[config.mk]
export PLATFORM = sky130hd
export DESIGN_NAME = rom_bank_switcher
export DESIGN_NICKNAME = d
export VERILOG_FILES = /design/src/rtl/rbs_pkg.sv /design/src/rtl/rbs_latch.sv /design/src/rtl/rbs_window_xlate.sv /design/src/rtl/rbs_port_xlate.sv /design/src/rtl/rom_bank_switcher.sv
export SDC_FILE = /design/constraint.sdc
export NUM_CORES = 1
export LEC_CHECK = 0
export BUFFER_PORTS_ARGS = -buffer_cell sky130_fd_sc_hd__buf_2
export CORE_MARGIN = 2
export CORE_UTILIZATION = 40
export CTS_CLUSTER_SIZE = 28
export DETAILED_ROUTE_END_ITERATION = 12
export PLACE_DENSITY = 0.78
export SYNTH_ARGS = -nofsm -noshare
export SYNTH_HDL_FRONTEND = slang
export SYNTH_SLANG_ARGS = --single-unit
[constraint.sdc]
create_clock -name clk -period 5.1 [get_ports clk]
set_clock_uncertainty 0.15 [all_clocks]
set_input_delay 1.02 -clock clk [delete_from_list [all_inputs] [get_ports clk]]
set_output_delay 1.02 -clock clk [all_outputs]
set_load 0.1 [all_outputs]
[src/rtl/rbs_pkg.sv]
package rbs_pkg;
  // Access kinds that may load the page latch.
  typedef enum logic {
    LOAD_ON_WRITE = 1'b0,
    LOAD_ON_READ  = 1'b1
  } load_kind_e;

  // Mapping style selected by the mode pin.
  typedef enum logic {
    MAP_WINDOWED = 1'b0,
    MAP_LEGACY   = 1'b1
  } map_style_e;

  // Clear the ignored low bit of a switcher offset.
  function automatic logic [6:0] strip_low(input logic [6:0] ofs);
    return {ofs[6:1], 1'b0};
  endfunction
endpackage

[src/rtl/rbs_latch.sv]
module rbs_latch
  import rbs_pkg::*;
#(
  parameter int OFS_W = 7
) (
  input  logic             clk,
  input  logic             rst,
  input  logic             strobe,
  input  logic             is_write,
  input  logic             legacy,
  input  logic [OFS_W-1:0] offset,
  output logic [OFS_W-1:0] latch_o,
  output logic             upd_o
);
  load_kind_e      want_kind;
  logic            accept;
  logic [OFS_W-1:0] next_val;
  logic [OFS_W-1:0] latch_q;
  logic            upd_q;

  assign want_kind = (legacy == MAP_LEGACY) ? LOAD_ON_READ : LOAD_ON_WRITE;
  assign accept    = strobe && ((is_write ? LOAD_ON_WRITE : LOAD_ON_READ) == want_kind);
  assign next_val  = {offset[OFS_W-1:1], 1'b0};

  always_ff @(posedge clk) begin
    if (rst) begin
      latch_q <= '0;
      upd_q   <= 1'b0;
    end else begin
      upd_q <= accept && (next_val != latch_q);
      if (accept) latch_q <= next_val;
    end
  end

  assign latch_o = latch_q;
  assign upd_o   = upd_q;


  ignored_access_chk: assert property (@(posedge clk) disable iff (rst)
    !(strobe && (is_write != legacy)) |=> $stable(latch_q));

  upd_needs_strobe_chk: assert property (@(posedge clk) disable iff (rst)
    upd_q |-> $past(strobe));

  low_bit_clear_chk: assert property (@(posedge clk) disable iff (rst)
    latch_q[0] == 1'b0);
endmodule

[src/rtl/rbs_window_xlate.sv]
module rbs_window_xlate #(
  parameter int OFS_W  = 7,
  parameter int CPU_AW = 20,
  parameter int WIN_AW = 18,
  parameter int LO_LSB = 5,
  parameter int LO_W   = 2,
  parameter int HI_LSB = 1,
  parameter int HI_W   = 4,
  parameter int ROM_AW = WIN_AW + HI_W
) (
  input  logic [OFS_W-1:0]  latch_i,
  input  logic [CPU_AW-1:0] cpu_addr_i,
  output logic [ROM_AW-1:0] phys_o
);
  localparam int NWIN = 2;
  localparam int PG_W = ROM_AW - WIN_AW;

  logic [PG_W-1:0] page [NWIN];

  // Window 0 is the low window, window 1 the high window.
  for (genvar w = 0; w < NWIN; w++) begin : g_win
    localparam int FLSB = (w == 0) ? LO_LSB : HI_LSB;
    localparam int FW   = (w == 0) ? LO_W   : HI_W;
    assign page[w] = PG_W'(latch_i[FLSB+FW-1:FLSB]);
  end

  logic sel;
  assign sel    = cpu_addr_i[WIN_AW];
  assign phys_o = {page[sel], cpu_addr_i[WIN_AW-1:0]};
endmodule

[src/rtl/rbs_port_xlate.sv]
module rbs_port_xlate #(
  parameter int OFS_W      = 7,
  parameter int PORT_PAGES = 6,
  parameter int PAGE_SHIFT = 16,
  parameter int EN_BIT     = 6,
  parameter int IDX_W      = (PORT_PAGES > 1) ? $clog2(PORT_PAGES) : 1,
  parameter int POFS_W     = IDX_W + PAGE_SHIFT
) (
  input  logic [OFS_W-1:0]  latch_i,
  input  logic              full_rom_i,
  output logic [POFS_W-1:0] ofs_o,
  output logic              en_o
);
  logic [OFS_W-1:0] idx;

  assign idx   = OFS_W'(latch_i % OFS_W'(PORT_PAGES));
  assign ofs_o = {idx[IDX_W-1:0], {PAGE_SHIFT{1'b0}}};
  assign en_o  = latch_i[EN_BIT] && !full_rom_i;
endmodule

[src/rtl/rom_bank_switcher.sv]
module rom_bank_switcher
  import rbs_pkg::*;
#(
  parameter int OFS_W      = 7,
  parameter int CPU_AW     = 20,
  parameter int WIN_AW     = 18,
  parameter int LO_LSB     = 5,
  parameter int LO_W       = 2,
  parameter int HI_LSB     = 1,
  parameter int HI_W       = 4,
  parameter int PORT_PAGES = 6,
  parameter int PAGE_SHIFT = 16,
  parameter int ROM_AW     = WIN_AW + HI_W,
  parameter int POFS_W     = $clog2(PORT_PAGES) + PAGE_SHIFT
) (
  input  logic              clk,
  input  logic              rst,
  input  logic              legacy_mode,
  input  logic              full_rom,
  input  logic              sw_strobe,
  input  logic              sw_write,
  input  logic [OFS_W-1:0]  sw_offset,
  input  logic [CPU_AW-1:0] cpu_addr,
  output logic [ROM_AW-1:0] rom_addr,
  output logic [POFS_W-1:0] port_offset,
  output logic              port_en,
  output logic              map_update
);
  localparam int LEGACY_AW = WIN_AW + 1;
  localparam int IDX_W     = POFS_W - PAGE_SHIFT;

  logic [OFS_W-1:0]  latch;
  logic [ROM_AW-1:0] win_phys;
  logic [ROM_AW-1:0] phys_d;
  logic [POFS_W-1:0] pofs_d;
  logic              pen_d;
  map_style_e        style;

  rbs_latch #(.OFS_W(OFS_W)) u_latch (
    .clk      (clk),
    .rst      (rst),
    .strobe   (sw_strobe),
    .is_write (sw_write),
    .legacy   (legacy_mode),
    .offset   (sw_offset),
    .latch_o  (latch),
    .upd_o    (map_update)
  );

  rbs_window_xlate #(
    .OFS_W(OFS_W), .CPU_AW(CPU_AW), .WIN_AW(WIN_AW),
    .LO_LSB(LO_LSB), .LO_W(LO_W), .HI_LSB(HI_LSB), .HI_W(HI_W),
    .ROM_AW(ROM_AW)
  ) u_win (
    .latch_i    (latch),
    .cpu_addr_i (cpu_addr),
    .phys_o     (win_phys)
  );

  rbs_port_xlate #(
    .OFS_W(OFS_W), .PORT_PAGES(PORT_PAGES), .PAGE_SHIFT(PAGE_SHIFT),
    .EN_BIT(OFS_W-1), .IDX_W(IDX_W), .POFS_W(POFS_W)
  ) u_port (
    .latch_i    (latch),
    .full_rom_i (full_rom),
    .ofs_o      (pofs_d),
    .en_o       (pen_d)
  );

  assign style = map_style_e'(legacy_mode);

  always_comb begin
    if (style == MAP_LEGACY) begin
      if (full_rom) phys_d = ROM_AW'(cpu_addr);
      else          phys_d = ROM_AW'(cpu_addr[LEGACY_AW-1:0]);
    end else begin
      phys_d = win_phys;
    end
  end

  always_ff @(posedge clk) begin
    if (rst) begin
      rom_addr    <= '0;
      port_offset <= '0;
      port_en     <= 1'b0;
    end else begin
      rom_addr    <= phys_d;
      port_offset <= pofs_d;
      port_en     <= (style == MAP_LEGACY) && pen_d;
    end
  end


  full_rom_chk: assert property (@(posedge clk) disable iff (rst)
    (legacy_mode && full_rom) |=> (rom_addr == ROM_AW'($past(cpu_addr)) && !port_en));

  legacy_mirror_chk: assert property (@(posedge clk) disable iff (rst)
    (legacy_mode && !full_rom) |=> (rom_addr[ROM_AW-1:LEGACY_AW] == '0));

  window_offset_chk: assert property (@(posedge clk) disable iff (rst)
    !legacy_mode |=> (rom_addr[WIN_AW-1:0] == $past(cpu_addr[WIN_AW-1:0])));

  port_off_window_chk: assert property (@(posedge clk) disable iff (rst)
    !legacy_mode |=> !port_en);
endmodule

==> results.md <==
* Status: finished, final reports clean
* Die ar. at 0.00444 mm2
* Vias at 1239
* Pins Over Slew Limit at 0
* Drc violations at 0
* Largest net degree at the start of global routing at 33
* Crit-path leading delay family: compound AO/OA/AOI/OAI gates
* # hold bufs at CTS at 0
* Leading post-synthesis cells by cell area: dfxtp_1 41%, buf_4 8.1%, nor2b_1 7.6%, mux2i_1 5.1%, xnor2_1 3.3%
* TritonCTS clock tree: done
* Nets at 249
* Leak at 0.917 nW
* # Max-Cap Violations at 0
* CTS max path bufs at 2
* Worst-margin pin slew at 0.563 ns
* Skew-Pair Late Insertion Delay at 0.28 ns
* Synth cell types at 44
* Yosys top cell by area: dfxtp_1
* Clock Pin Slew Worst Setup and Hold Paths at 0.07 ns
* Commonest non-fill, non-tap cell in the layout: buf_2
* Syn Inst Count at 162
* H-tree levels at 2
* Starting DRT DRC Count at 63
* Fin. Hold Viols at 0
* Worst VDD drop at 152 uV
* Critical path data arrival time at 3.39 ns
* Count of buffer and inverter cells on the critical path at 0
* Starting density of the core at 0.422
* IO Port Bufs at 57
* Io pins at 76
* Fillers at 371
* Most frequent cells in the layout: 57 x buf_2, 32 x dfxtp_1, 19 x nor2b_1, 17 x conb_1, 11 x nor2_1
* DP Wirelength at 2200 um
* Synth Cell Area at 0.00157 mm2
* Max FO, Critical Path at 12
* Die X at 66.6 um
* CP Class: reg2reg
* WL final at 3000 um
* Vias per cell at 4.71
* Share of layout cells above drive strength 1 at 0.335
* Setup Buffers After CTS at 0
* Post-synthesis register bit count at 32
* Unrepaired setup endpoints after global routing: no
* Sequential element share of the synthesized area at 0.408
* Sink Count at 32
* Fin crit share at 0.662
* Setup crit end kind: register
* DR WL/cell at 11.4 um
* Diodes inserted at 0
* # rows at 22
* Crit-path cells: ha_1 -> mux2i_1 -> a2111oi_0 -> a311oi_1 -> a2bb2oi_1 -> ha_1 -> a31oi_1 -> o211ai_2 -> or3_1 -> o221a_1
* Root buf cell: clkbuf_8
* Avg Cell Area, Syn at 9.69 um2
* Slew margin rel. at 0.621
* Gpl congestion at 0.886
* Fin crit period at 3.37 ns
* Dpl ws at 1.75 ns
* Final setup viols at 0
* Cell mode on critical path: ha_1
* Syn. warnings at 0
* First-pass GRT wire length at 4620 um
* F_max at 296 MHz
* Post-route worst setup slack at 1.73 ns
* Core ar. at 0.00372 mm2
* Post-synth top area share at 0.408
* Resized cells post-CTS at 0
* Hold Path Class: reg2reg
* Ys flop type: dfxtp_1
* Pwr/cell area at 389 mW/mm2
* P&R area growth vs syn at 19.4%
* CP required at 5.11 ns
* Post-synth ARST share at 0
* Cts bufs inserted at 5
* Initial antenna violation count at 0
* Routed Antenna Nets at 0
* EDFF count, synth at 0
* CP max stage cell: dfxtp_1
* Die Height at 66.6 um
* Post-Route Setup TNS at 0 ns
* Total Routing Usage GR at 0.138
* CP peak stage delay at 0.57 ns
* Vias in the first global route at 1022
* 1st-pass router iterations at 4
* Startpoint Class: register
* Grt ovf at 0
routing by layer:
| layer | track usage | vias up | wire [um] |
|---|---|---|---|
| met2 | 0.209 | 61 | 1290 |
| met5 | 0 | - | 0 |
| met3 | 0.0372 | 7 | 307 |
| met4 | 0.0689 | 0 | 59 |
| li1 | - | 622 | - |
| met1 | 0.178 | 549 | 1350 |
stage by stage:
| stage | cells | area (um2) | power, W | utilization | hold WS (ns) |
|---|---|---|---|---|---|
| after detailed placement | 255 | 1770 | 0.000501 | 0.475 | 0.467 |
| final | 263 | 1870 | 0.000729 | 0.504 | 0.479 |
| after global routing | 263 | 1870 | 0.000763 | 0.504 | 0.517 |
| after global placement | 255 | 1770 | 0.000498 | 0.475 | 0.458 |
| after floorplan | 178 | 1630 | 0.000482 | - | 0.455 |
| after CTS | 263 | 1870 | 0.000736 | 0.504 | 0.478 |
flip-flops by register name (all words and copies together) (netlist names):
signal,count
port_en,1
port_offset,2
rom_addr,22
u_latch.latch_o,6
u_latch.upd_o,1
final timing paths:
kind                                              endpoint  depth (start not counted)                            start  slack, ns
worst max-delay path            port_offset[18]$_SDFF_PP0_                         10  u_latch.latch_o[5]$_SDFFE_PP0P_       1.73
worst max register to register  port_offset[18]$_SDFF_PP0_                         10  u_latch.latch_o[5]$_SDFFE_PP0P_       1.73
worst min register to register          port_en$_SDFF_PP0_                          1  u_latch.latch_o[6]$_SDFFE_PP0P_       0.48
worst min-delay path                    port_en$_SDFF_PP0_                          1  u_latch.latch_o[6]$_SDFFE_PP0P_       0.48
logic make-up (layout without fill, tap and decap cells):
| kind of cell | count (synthesis) | in the layout | synth area share |
|---|---|---|---|
| fa+ha+maj | 2 | 2 | 0.0159 |
| mux | 9 | 9 | 0.0582 |
| buf+inv | 32 | 69 | 0.143 |
| xor+xnor | 11 | 11 | 0.0614 |
| simple gates | 52 | 52 | 0.195 |
| other cells | 1 | 17 | 0.00239 |
| compound gates | 23 | 23 | 0.116 |
| flops | 32 | 32 | 0.408 |
power by group:
part	switching [W]	internal [W]	total, W
logic	0.000176	0.0000443	0.000220
registers	0.0000114	0.000264	0.000276
clock network	0.0000881	0.000145	0.000233
cell type report:
class | instances | area, um2 | share of cell area
flip-flops and latches | 32 | 641 | 0.342
multi-input cells | 114 | 764 | 0.408
clock buffers | 6 | 72.6 | 0.0387
well taps | 48 | 60.1 | 0.0321
repair buffers | 57 | 285 | 0.152
inverters | 4 | 15.0 | 0.00802
clock inverters | 2 | 35.0 | 0.0187
cells in the mapped netlist (all sizes together) (2+ instances only):
| library cell | instances |
|---|---|
| ha | 2 |
| and2b | 2 |
| a31oi | 2 |
| a311oi | 2 |
| nor4 | 3 |
| nor2 | 11 |
| nor2b | 19 |
| o21ai | 3 |
| dfxtp | 32 |
| nor4bb | 2 |
| inv | 4 |
| or3 | 2 |
| mux2i | 8 |
| clkbuf | 5 |
| a2111oi | 2 |
| xor2 | 5 |
| a21oi | 2 |
| a2bb2oi | 2 |
| a211oi | 2 |
| xnor2 | 6 |
| nand2 | 6 |
| buf | 22 |
(Power assumes the default switching activity.)
